[src/rtl/timer_ctl_pkg.sv]
package timer_ctl_pkg;
  localparam int ADDR_W = 3;
  localparam int NCH = 2;
  localparam int CH_RELOAD = 0;
  localparam int CH_CMP = 1;

  localparam logic [ADDR_W-1:0] ADDR_CTRL   = 3'd0;
  localparam logic [ADDR_W-1:0] ADDR_CFG    = 3'd1;
  localparam logic [ADDR_W-1:0] ADDR_RELOAD = 3'd2;
  localparam logic [ADDR_W-1:0] ADDR_CMP    = 3'd3;
  localparam logic [ADDR_W-1:0] ADDR_STATUS = 3'd4;
  localparam logic [ADDR_W-1:0] ADDR_CLEAR  = 3'd5;

  // Strobes from control to the transfer datapath
  typedef struct packed {
    logic [NCH-1:0] load;   // start a transfer on that channel
    logic           abort;  // timer being disabled: drop all transfers
  } xferStrobe_t;
endpackage

[src/rtl/timer_ctl_xfer.sv]
module timer_ctl_xfer
  import timer_ctl_pkg::*;
#(
  parameter int W = 16,
  parameter int XFER_CYCLES = 3
) (
  input  logic                   clk,
  input  logic                   rstN,
  input  xferStrobe_t            strobe,
  input  logic [W-1:0]           busWdata,
  output logic [NCH-1:0]         xferBusy,
  output logic [NCH-1:0]         xferDone,
  output logic [NCH-1:0][W-1:0]  regVal
);
  localparam int CW = $clog2(XFER_CYCLES + 1);
  localparam logic [CW-1:0] CNT_LOAD = CW'(XFER_CYCLES);
  localparam logic [CW-1:0] CNT_ONE = CW'(1);

  for (genvar ch = 0; ch < NCH; ch++) begin : g_ch
    localparam logic [W-1:0] RST_VAL = (ch == CH_RELOAD) ? {W{1'b1}} : {W{1'b0}};
    logic [CW-1:0] cntQ;
    logic [W-1:0]  pendQ;
    logic [W-1:0]  valQ;

    always_ff @(posedge clk or negedge rstN) begin
      if (!rstN) begin
        cntQ  <= '0;
        pendQ <= '0;
        valQ  <= RST_VAL;
      end else if (strobe.abort) begin
        cntQ <= '0;
      end else if (strobe.load[ch]) begin
        cntQ  <= CNT_LOAD;
        pendQ <= busWdata;
      end else if (cntQ != '0) begin
        cntQ <= cntQ - CNT_ONE;
        if (cntQ == CNT_ONE) valQ <= pendQ;
      end
    end

    assign xferBusy[ch] = (cntQ != '0);
    assign xferDone[ch] = (cntQ == CNT_ONE) && !strobe.abort;
    assign regVal[ch]   = valQ;
  end
endmodule

[src/rtl/timer_ctl_regs.sv]
module timer_ctl_regs
  import timer_ctl_pkg::*;
#(
  parameter int W = 16,
  parameter int EDGE_W = 2
) (
  input  logic              clk,
  input  logic              rstN,
  input  logic              busWr,
  input  logic [ADDR_W-1:0] busAddr,
  input  logic [EDGE_W:0]   ctlBits,
  input  logic [NCH-1:0]    xferBusy,
  input  logic [NCH-1:0]    xferDone,
  input  logic [W-1:0]      reloadVal,
  input  logic [W-1:0]      compareVal,
  output xferStrobe_t       strobe,
  output logic [W-1:0]      busRdata,
  output logic [NCH-1:0]    okFlags,
  output logic              countEn,
  output logic              timerOn,
  output logic              quadMode,
  output logic [EDGE_W-1:0] edgeSel
);
  logic enQ, startQ, loadedQ, quadQ;
  logic [EDGE_W-1:0] edgeQ;
  logic [NCH-1:0] okQ, okNext;
  logic wrCtrl, wrCfg, wrReload, wrCmp, wrClear, disableReq;

  assign wrCtrl   = busWr && (busAddr == ADDR_CTRL);
  assign wrCfg    = busWr && (busAddr == ADDR_CFG);
  assign wrReload = busWr && (busAddr == ADDR_RELOAD);
  assign wrCmp    = busWr && (busAddr == ADDR_CMP);
  assign wrClear  = busWr && (busAddr == ADDR_CLEAR);
  assign disableReq = wrCtrl && !ctlBits[0];

  always_comb begin
    strobe.abort = disableReq && enQ;
    strobe.load[CH_RELOAD] = wrReload && enQ && !xferBusy[CH_RELOAD];
    strobe.load[CH_CMP]    = wrCmp && enQ && !xferBusy[CH_CMP];
  end

  always_comb begin
    for (int i = 0; i < NCH; i++) begin
      if (xferDone[i])                  okNext[i] = 1'b1;
      else if (wrClear && ctlBits[i])   okNext[i] = 1'b0;
      else                              okNext[i] = okQ[i];
    end
  end

  always_ff @(posedge clk or negedge rstN) begin
    if (!rstN) begin
      enQ     <= 1'b0;
      startQ  <= 1'b0;
      loadedQ <= 1'b0;
      okQ     <= '0;
      quadQ   <= 1'b0;
      edgeQ   <= '0;
    end else if (disableReq) begin
      enQ     <= 1'b0;
      startQ  <= 1'b0;
      loadedQ <= 1'b0;
      okQ     <= '0;
    end else begin
      okQ     <= okNext;
      loadedQ <= loadedQ | xferDone[CH_RELOAD];
      if (wrCtrl) begin
        enQ    <= 1'b1;
        startQ <= ctlBits[1] && enQ && loadedQ;
      end
      if (wrCfg && !enQ) begin
        quadQ <= ctlBits[0];
        edgeQ <= ctlBits[EDGE_W:1];
      end
    end
  end

  always_comb begin
    busRdata = '0;
    case (busAddr)
      ADDR_CTRL:   busRdata = {{(W-2){1'b0}}, startQ, enQ};
      ADDR_CFG:    busRdata = {{(W-EDGE_W-1){1'b0}}, edgeQ, quadQ};
      ADDR_RELOAD: busRdata = reloadVal;
      ADDR_CMP:    busRdata = compareVal;
      ADDR_STATUS: busRdata = {{(W-NCH){1'b0}}, okQ};
      default:     busRdata = '0;
    endcase
  end

  assign okFlags  = okQ;
  assign countEn  = enQ && startQ;
  assign timerOn  = enQ;
  assign quadMode = quadQ;
  assign edgeSel  = edgeQ;
endmodule

[src/rtl/timer_ctl.sv]
module timer_ctl
  import timer_ctl_pkg::*;
#(
  parameter int W = 16,
  parameter int XFER_CYCLES = 3
) (
  input  logic              clk,
  input  logic              rstN,
  input  logic              busWr,
  input  logic [ADDR_W-1:0] busAddr,
  input  logic [W-1:0]      busWdata,
  output logic [W-1:0]      busRdata,
  output logic [1:0]        okStatus,
  output logic              countEn,
  output logic              quadMode,
  output logic [1:0]        edgeSel,
  output logic [W-1:0]      reloadVal,
  output logic [W-1:0]      compareVal
);
  localparam int EDGE_W = 2;

  xferStrobe_t           strobe;
  logic [NCH-1:0]        xferBusy, xferDone;
  logic [NCH-1:0][W-1:0] regVal;
  logic                  timerOn;

  timer_ctl_regs #(.W(W), .EDGE_W(EDGE_W)) u_regs (
    .clk(clk), .rstN(rstN), .busWr(busWr), .busAddr(busAddr),
    .ctlBits(busWdata[EDGE_W:0]), .xferBusy(xferBusy), .xferDone(xferDone),
    .reloadVal(regVal[CH_RELOAD]), .compareVal(regVal[CH_CMP]),
    .strobe(strobe), .busRdata(busRdata), .okFlags(okStatus),
    .countEn(countEn), .timerOn(timerOn), .quadMode(quadMode), .edgeSel(edgeSel)
  );

  timer_ctl_xfer #(.W(W), .XFER_CYCLES(XFER_CYCLES)) u_xfer (
    .clk(clk), .rstN(rstN), .strobe(strobe), .busWdata(busWdata),
    .xferBusy(xferBusy), .xferDone(xferDone), .regVal(regVal)
  );

  assign reloadVal  = regVal[CH_RELOAD];
  assign compareVal = regVal[CH_CMP];
endmodule

[config.mk]
export PLATFORM = sky130hd
export DESIGN_NAME = timer_ctl
export DESIGN_NICKNAME = d
export VERILOG_FILES = /design/src/rtl/timer_ctl_pkg.sv /design/src/rtl/timer_ctl_xfer.sv /design/src/rtl/timer_ctl_regs.sv /design/src/rtl/timer_ctl.sv
export SDC_FILE = /design/constraint.sdc
export NUM_CORES = 1
export LEC_CHECK = 0
export ABC_AREA = 1
export ABC_CLOCK_PERIOD_IN_PS = 4300
export BUFFER_PORTS_ARGS = -buffer_cell sky130_fd_sc_hd__clkbuf_2
export CORE_AREA = 2 2 112 114
export CTS_CLUSTER_SIZE = 40
export DETAILED_ROUTE_END_ITERATION = 10
export DIE_AREA = 0 0 114 116
export GPL_TIMING_DRIVEN = 1
export PLACE_DENSITY = 0.51
export SLEW_MARGIN = 15
export SYNTH_ARGS = -nofsm -noshare
export SYNTH_HDL_FRONTEND = slang
export SYNTH_HIERARCHICAL = 1
export SYNTH_SLANG_ARGS = --single-unit
[constraint.sdc]
create_clock -name clk -period 4.3 [get_ports clk]
set_clock_uncertainty 0.15 [all_clocks]
set_input_delay 0.645 -clock clk [delete_from_list [all_inputs] [get_ports clk]]
set_output_delay 0.645 -clock clk [all_outputs]
set_load 0.03 [all_outputs]
==> results of run 1 <==
==> routing by layer <==
metal,track usage [%],part of all wire [%]
met1,21.5,51
met2,20.9,43
met3,2.09,4.8
met4,6.34,1.5
met5,0,0
==> kinds of logic (layout without fill, tap and decap cells) <==
kind of cell / count (synthesis) / in the layout / share of synthesized area (%)
flip-flops: 76 / 76 / 54.7
adder cells (fa/ha/maj): 4 / 4 / 1.43
AND/OR/NAND/NOR: 244 / 244 / 30.9
buffers and inverters: 52 / 129 / 7.63
AO/OA/AOI/OAI: 37 / 37 / 5.27
==> placed cells by master, fill, tap and decap left out <==
| cell type | Yosys | layout |
|---|---|---|
| inv_2 | 3 | 3 |
| buf_4 | 2 | 2 |
| ha_1 | 4 | 4 |
| o21ai_1 | 9 | 9 |
| nor3b_1 | 2 | 2 |
| nor2_4 | 4 | 4 |
| nand3_1 | 46 | 46 |
| clkbuf_2 | 0 | 74 |
| clkbuf_8 | 0 | 2 |
| nand4_1 | 7 | 7 |
| dfrtp_1 | 60 | 60 |
| nand2_4 | 2 | 2 |
| nor3_4 | 3 | 3 |
| dfstp_2 | 16 | 16 |
| inv_1 | 34 | 34 |
| a21oi_1 | 3 | 3 |
| o21ai_0 | 25 | 25 |
| nand2_2 | 2 | 2 |
| clkinv_4 | 0 | 1 |
| clkbuf_1 | 0 | 1 |
| nand2_1 | 167 | 167 |
| clkinv_2 | 0 | 3 |
| nor2_1 | 11 | 11 |
| clkbuf_16 | 0 | 9 |
==> through the flow <==
step	total power, uW	setup slack (ns)	hold slack [ns]	std cells
global route	3270	1.35	0.340	637
detailed placement	2370	1.26	0.315	621
CTS	3080	1.58	0.325	637
global placement	2350	1.34	0.313	621
finish	3050	1.61	0.306	637
floorplan	2020	2.07	0.199	413
==> registers in the layout (all words and copies together), names as in the netlist <==
| name | count |
|---|---|
| u_regs/edgeSel | 2 |
| u_regs/loadedQ | 1 |
| u_regs/quadMode | 1 |
| u_regs/timerOn | 1 |
| u_xfer/g_ch.valQ | 32 |
| u_xfer/g_ch.pendQ | 32 |
| u_regs/startQ | 1 |
| u_xfer/g_ch.cntQ | 4 |
| u_regs/okFlags | 2 |
==> synth_stat cells (7+ instances only) <==
cell | number | area share, %
buf_6 | 8 | 2.6
dfrtp_1 | 60 | 43
dfstp_2 | 16 | 12
inv_1 | 34 | 3.6
nand2_1 | 167 | 18
nand3_1 | 46 | 6.6
nand4_1 | 7 | 1.2
nor2_1 | 11 | 1.2
o21ai_0 | 25 | 3.6
o21ai_1 | 9 | 1.3
==> final timing paths <==
| path | startpoint | end | slack, ns | depth (start not counted) |
|---|---|---|---|---|
| setup reg to reg | u_xfer/g_ch[0].cntQ[0]$_DFFE_PN0P_ | u_xfer/g_ch[0].valQ[13]$_DFFE_PN1P_ | 1.87 | 8 |
| hold / removal | rstN | u_regs/edgeSel[1]$_DFFE_PN0P_ | 0.31 | 1 |
| max in group asynchronous | rstN | u_regs/loadedQ$_DFF_PN0_ | 3.06 | 1 |
| setup / recovery | busAddr[1] | busRdata[11] | 1.61 | 6 |
| hold reg to reg | u_xfer/g_ch[0].valQ[3]$_DFFE_PN1P_ | u_xfer/g_ch[0].valQ[3]$_DFFE_PN1P_ | 0.32 | 2 |
| min in group clk | u_xfer/g_ch[0].valQ[3]$_DFFE_PN1P_ | u_xfer/g_ch[0].valQ[3]$_DFFE_PN1P_ | 0.32 | 2 |
==> area by class of cell <==
cell class	instances	area [um2]
multi-input combinational	285	1320
clock inverter	4	23.8
inverter	37	139
fill	1256	7680
sequential	76	1920
timing repair buffer	76	385
tap	147	184
clock buffer	12	256
==> report_power, final <==
group / leakage [uW] / switching, uW / internal (uW)
clock network: 0.000142 / 281 / 420
logic: 0.00123 / 784 / 307
registers: 0.000938 / 229 / 1030
==> impl_metrics.toml, run 1 <==
[yosys]
syn_area_um2 = 3510
synthArstFlopShare_pct = 100
ys_seq_elements = 76
synthFlopType = "dfrtp_1"
avgSynthCellArea_um2 = 8.50
synth-edff-count = 0
ys_seq_area_share_pct = 54.7
synth_warnings = 6
ys_types = 21
netlist_instances = 413
syn-num-nets = 439

[route]
detail-route-antenna-nets = 0
via_count = 2903
drc = 0
wirelength_um = 9150
drtIter0Drc = 207
vias_per_cell = 4.56
first_pass_iters = 5
wire_per_inst_um = 14.4

[cts]
cts_sinks = 76
cts_root_buf = "clkbuf_16"
clockBufferDepth = 2
clk_latency_ns = 0.33
post_cts_resized = 0
cts_tree = "done"
cts_setup_buffers = 0
ctsHtreeMaxLevel = 3
cts_buffers = 9
clk_pin_slew_ns = 0.05
cts_hold_buf = 0

[floorplan]
die_x_um = 114
die_h_um = 116
start_util_pct = 29.5
ioPinCount = 76
dieArea_um2 = 13200
core_area_um2 = 11900
floorplan.rows = 40

[setup_path]
crit_chain = "clkbuf_2 > inv_2 > nor3_4 > nand2_1 > nand2_1 > clkbuf_2"
cp_top_family = "simple AND/OR/NAND/NOR gates"
critical_path_arrival_ns = 1.90
critical_path_class = "in -> out"
slowest_delay_ns = 0.55
cp_slowest_cell = "nor3_4"
critPathLaunchType = "input port"
path_buf_inv = 3
critPathMaxFanout = 15
cp-end-kind = "output port"
cp_data_required_time_ns = 3.50

[final_layout]
nNetsFinal = 511
area_growth_pct = 20.5
diodes = 0
fin_util_pct = 35.5
final_area_um2 = 4230
drive_gt1_share_pct = 24.7

[sta]
rsz0062_at_grt = "no"
worstMarginPinSlew_ns = 0.967
setup_viol = 0
max_freq_mhz = 372
hold_viol = 0
relSlewSlack_pct = 35.5
slew_violations = 0
post-route-min-period_ns = 2.69
fin_crit_sh_pct = 62.6
finalSetupTns_ns = 0

[global_routing]
grt_antenna_before_repair = 0
gr-total-overflow = 0
grt_pass1_wl_um = 14700
first_global_vias = 2656
grt_start_max_net_pins = 77
grt.total_usage_pct = 14.5

[place]
place_hpwl_um = 6490
dpl-instance-area_um2 = 3950
port_buffers = 75
place_congestion = 0.778

[pwr]
power.density_nw_per_um2 = 721
peakVddDrop_v = 0.000183
p_leak_uw = 0.00231

[run_status]
outcome = "finished, final reports clean"

[flow_run]
drv_cap = 0

[worst_hold_path]
hold_class = "in -> async"
Power figures use the tool's default switching activity.
==> run 2: changes to the inputs <==
- ABC_CLOCK_PERIOD_IN_PS: 4300 -> 2300
- PLACE_DENSITY: 0.51 -> 0.53
- clock period: 4.3 -> 2.3 ns (I/O delays scaled with it)
==> impl_metrics.toml, run 2 (synthesized netlist as in run 1, its figures left out) <==
[setup_path]
critical_path_arrival_ns = 2.18
reg2reg_slack_ns = 0.23
critical_path_class = "reg -> reg"
r2r-end = "u_xfer/g_ch[0].valQ[0]$_DFFE_PN1P_"
cp-end-kind = "register"
reg2reg_from = "u_xfer/g_ch[0].cntQ[0]$_DFFE_PN0P_"
rr_worst_depth = 9
critPathMaxFanout = 17
critPathLaunchType = "register"
cp_data_required_time_ns = 2.41

[sta]
finalSetupTns_ns = 0
hold_viol = 0
post-route-min-period_ns = 2.07
relSlewSlack_pct = 64.5
rsz0062_at_grt = "no"
worstMarginPinSlew_ns = 0.533
fin_ws_ns = 0.233
fin_crit_sh_pct = 89.9
max_freq_mhz = 484
setup_viol = 0
slew_violations = 0

[cts]
clk_latency_ns = 0.33
cts_root_buf = "clkbuf_16"
clk_pin_slew_ns = 0.06
cts_tree = "done"
cts_sinks = 76
cts_buffers = 9
ctsHtreeMaxLevel = 3
clockBufferDepth = 2

[pwr]
p_leak_uw = 0.00238
clockPowerShare_pct = 23.9
switchingPower_uw = 2440
power.density_nw_per_um2 = 1350
swShare_pct = 41.5
p_int_uw = 3440
combPwrFrac_pct = 36.0
peakVddDrop_v = 0.000310
p_seq_share_pct = 40.1

[floorplan]
floorplan.rows = 40
ioPinCount = 76
start_util_pct = 29.5
core_area_um2 = 11900
die_x_um = 114
die_h_um = 116
dieArea_um2 = 13200

[place]
place_congestion = 0.843
dpl-instance-area_um2 = 4020
place_ws_ns = 0.0678
place_hpwl_um = 6700
placed_cells = 629
port_buffers = 75

[final_layout]
drive_gt1_share_pct = 26.6
final_area_um2 = 4370
nNetsFinal = 524
layout.cells.non_filler = 650
largestRegisters = "u_xfer/g_ch.pendQ: 32 flops, u_xfer/g_ch.valQ: 32 flops, u_xfer/g_ch.cntQ: 4 flops"
area_growth_pct = 24.4
fillers = 1251
multi_input_area_um2 = 1320
mostFrequentLayoutCells = "nand2_1 (167), clkbuf_2 (74), dfrtp_1 (60)"
seqCellArea_um2 = 1920
diodes = 0
final_common_cell = "nand2_1"

[worst_hold_path]
worstHoldPathCells = 3
min_to = "u_xfer/g_ch[1].pendQ[6]$_DFFE_PN0P_"
hold_class = "in -> reg"
min_from = "busWdata[6]"

[global_routing]
grt_start_max_net_pins = 41
gr-total-overflow = 0
grt_antenna_before_repair = 0
grt.total_usage_pct = 14.4
first_global_vias = 2675
grt_pass1_wl_um = 14700

[flow_run]
drv_cap = 0

[route]
vias_per_cell = 4.53
first_pass_iters = 4
wire_per_inst_um = 14.0
drc = 0
drtIter0Drc = 134
detail-route-antenna-nets = 0
wirelength_um = 9090
via_count = 2942

[run_status]
outcome = "finished, final reports clean"
==> run 2: power by group through the flow <==
| stage | sequential, uW | clock [uW] | combinational [uW] |
|---|---|---|---|
| floorplan | 2700 | 0 | 1080 |
| global placement | 2360 | 0 | 2050 |
| detailed placement | 2380 | 0 | 2090 |
| CTS | 2360 | 1440 | 2100 |
| global route | 2420 | 1500 | 2360 |
| finish | 2360 | 1410 | 2120 |
==> run 2: metrics by stage <==
step	utilization [%]	total power, uW	hold WS [ns]
floorplan	-	3780	-0.101
global placement	33.8	4420	0.214
detailed placement	33.8	4470	0.213
CTS	36.4	5900	0.0982
global route	36.7	6280	0.117
finish	36.7	5880	0.107
==> run 2: cell type report <==
class	count	share of cell area (%)
Clock buffer	10	5.47
Tap cell	147	4.21
Multi-Input combinational cell	285	30.3
Sequential cell	76	44.0
Inverter	37	3.18
Clock inverter	6	1.46
Timing Repair Buffer	89	11.4
==> run 2: critical path, stage by stage (launching register included) <==
cell     delay, ns
dfrtp_1       0.37
inv_1         0.07
ha_1          0.27
inv_1         0.10
nor3b_1       0.06
buf_4         0.15
nor2_4        0.34
nand2_2       0.29
nand2_1       0.13
nand2_1       0.05
==> run 2: worst max-delay path by stage <==
| stage | start | to | cells after the start |
|---|---|---|---|
| 2_1_floorplan | u_xfer/g_ch[0].cntQ[0]$_DFFE_PN0P_ | u_xfer/g_ch[0].valQ[5]$_DFFE_PN1P_ | 9 |
| 3_3_place_gp | busAddr[0] | u_xfer/g_ch[1].valQ[8]$_DFFE_PN0P_ | 9 |
| 3_5_place_dp | busAddr[0] | u_xfer/g_ch[1].valQ[12]$_DFFE_PN0P_ | 9 |
| 4_1_cts | u_xfer/g_ch[1].cntQ[0]$_DFFE_PN0P_ | u_xfer/g_ch[1].valQ[12]$_DFFE_PN0P_ | 9 |
| 5_1_grt | u_xfer/g_ch[0].cntQ[0]$_DFFE_PN0P_ | u_xfer/g_ch[0].valQ[8]$_DFFE_PN1P_ | 9 |
| 6_report | u_xfer/g_ch[0].cntQ[0]$_DFFE_PN0P_ | u_xfer/g_ch[0].valQ[0]$_DFFE_PN1P_ | 9 |
==> run 2: metal layers <==
| metal | part of all wire [%] | track usage [%] | vias to the layer above |
|---|---|---|---|
| met5 | 0 | 0 | - |
| met4 | 1.4 | 6.83 | 0 |
| met3 | 4.3 | 1.99 | 8 |
| met2 | 44 | 20.8 | 74 |
| met1 | 50 | 21.4 | 1375 |
| li1 | - | - | 1485 |
==> run 2: repair_timing <==
item	CTS	global route
hold buffers	1	0
setup endpoints to repair	0	11
buffers inserted	0	4
resized for setup	0	0
endpoints found under the hold margin	29	0
==> run 3: changes to the inputs <==
==> constraint.sdc (replaced) <==
create_clock -name clk -period 2.3 [get_ports clk]
set_clock_uncertainty 0.15 [all_clocks]
set_input_delay 0.46 -clock clk [delete_from_list [all_inputs] [get_ports clk]]
set_output_delay 0.46 -clock clk [all_outputs]
set_load 0.03 [all_outputs]
==> impl_metrics.toml, run 3 (synthesized netlist as in run 1, its figures left out) <==
[global_routing]
first_global_vias = 2799
grt_start_max_net_pins = 41
met2_usage_pct = 21.1
busiest_layer = "met1"
grt.total_usage_pct = 14.8
grt_pass1_wl_um = 15000
grtUsageMet3_pct = 3.35
gr-total-overflow = 0
grt_util_met1_pct = 21.6
grt_antenna_before_repair = 0

[floorplan]
dieArea_um2 = 13200
start_util_pct = 29.5
ioPinCount = 76
die_x_um = 114
core_area_um2 = 11900
floorplan.rows = 40
die_h_um = 116

[final_layout]
layout.cells.non_filler = 650
mostFrequentLayoutCells = "nand2_1 (167), clkbuf_2 (74), dfrtp_1 (60)"
drive_gt1_share_pct = 26.4
area_growth_pct = 25.5
largestRegisters = "u_xfer/g_ch.pendQ: 32 flops, u_xfer/g_ch.valQ: 32 flops, u_xfer/g_ch.cntQ: 4 flops"
nNetsFinal = 524
fin_util_pct = 37.0
final_common_cell = "nand2_1"
diodes = 0

[setup_path]
critical_path_class = "in -> out"
cp-end-kind = "output port"
cp_slowest_cell = "nor3_4"
crit_chain = "clkbuf_2 > nor3_4 > buf_6 > nand2_1 > nand2_1 > clkbuf_2"
critPathLaunchType = "input port"
cp_data_required_time_ns = 1.69
slowest_delay_ns = 0.30
critical_path_arrival_ns = 1.56
path_buf_inv = 3
critPathMaxFanout = 15
cp_top_family = "buffers and inverters"

[route]
wirelength_um = 9130
detail-route-antenna-nets = 0
via_count = 2941
vias_per_cell = 4.52
wire_per_inst_um = 14.0
first_pass_iters = 4
drc = 0
drtIter0Drc = 207

[flow_run]
drv_cap = 0

[cts]
cts_tree = "done"
ctsHtreeMaxLevel = 3
clk_pin_slew_ns = 0.06
clk_latency_ns = 0.34
cts_buffers = 9
cts_root_buf = "clkbuf_16"
clockBufferDepth = 2
cts_sinks = 76

[sta]
fin_ws_ns = 0.135
setup_viol = 0
post-route-min-period_ns = 2.17
hold_viol = 0
fin_crit_sh_pct = 94.1
rsz0062_at_grt = "no"
finalSetupTns_ns = 0
slew_violations = 0
max_freq_mhz = 462
worstMarginPinSlew_ns = 0.502
relSlewSlack_pct = 66.5

[run_status]
outcome = "finished, final reports clean"

[place]
port_buffers = 75
place_ws_ns = 0.0520
placed_cells = 629
place_congestion = 0.820
place_hpwl_um = 6720

[pwr]
peakVddDrop_v = 0.000488
p_leak_uw = 0.00240
power.density_nw_per_um2 = 1370
power_uw = 6040

[worst_hold_path]
hold_class = "in -> reg"
## run 3: power breakdown
part           total [uW]  switching, uW  internal, uW
combinational        2110           1470           645
sequential           2360            428          1930
clock                1570            535          1040
## run 3: per-layer routing
metal | share of wire [%] | wire (um)
met5 | 0 | 0
met3 | 4.6 | 422
met1 | 50 | 4580
met2 | 43 | 3970
met4 | 1.8 | 164
## run 3: final timing paths
kind / from / to / slack [ns] / depth (start not counted)
setup / recovery: busAddr[2] / busRdata[3] / 0.13 / 6
hold / removal: busWdata[9] / u_xfer/g_ch[1].pendQ[9]$_DFFE_PN0P_ / 0.23 / 3
setup reg to reg: u_xfer/g_ch[1].cntQ[0]$_DFFE_PN0P_ / u_xfer/g_ch[1].valQ[9]$_DFFE_PN0P_ / 0.25 / 9
hold reg to reg: u_xfer/g_ch[0].valQ[11]$_DFFE_PN1P_ / u_xfer/g_ch[0].valQ[11]$_DFFE_PN1P_ / 0.32 / 2
max in group asynchronous: rstN / u_xfer/g_ch[0].valQ[9]$_DFFE_PN1P_ / 0.86 / 3
min in group asynchronous: rstN / u_xfer/g_ch[0].pendQ[3]$_DFFE_PN0P_ / 0.49 / 2
## run 3: final cells by class
cell class              count  area [um2]
well taps                 147         184
clock buffers              13         270
repair buffers             89         502
multi-input cells         285        1320
fillers                  1226        7510
inverters                  37         139
flip-flops and latches     76        1920
clock inverters             3        67.6
## run 3: metrics by stage
stage | hold slack, ns | instance area (um2)
final | 0.226 | 4410
after global routing | 0.232 | 4410
after CTS | 0.220 | 4370
after detailed placement | 0.315 | 4020
after global placement | 0.311 | 4020
after floorplan | 0.0144 | 3510
## run 3: timing repair
| item | CTS | global route |
|---|---|---|
| hold endpoints to repair | 26 | 0 |
| gates resized for setup | 0 | 1 |
| hold buffers | 1 | 0 |
| setup buffers | 0 | 4 |
| setup endpoints to repair | 0 | 15 |
## run 3: worst reg2reg max path, delay by kind of cell (launching register included)
| family | cells | cell delay (ns) |
|---|---|---|
| buffers and inverters | 3 | 0.28 |
| adder cells (fa/ha/maj) | 1 | 0.25 |
| AND/OR/NAND/NOR | 5 | 0.87 |
| flip-flops | 1 | 0.39 |
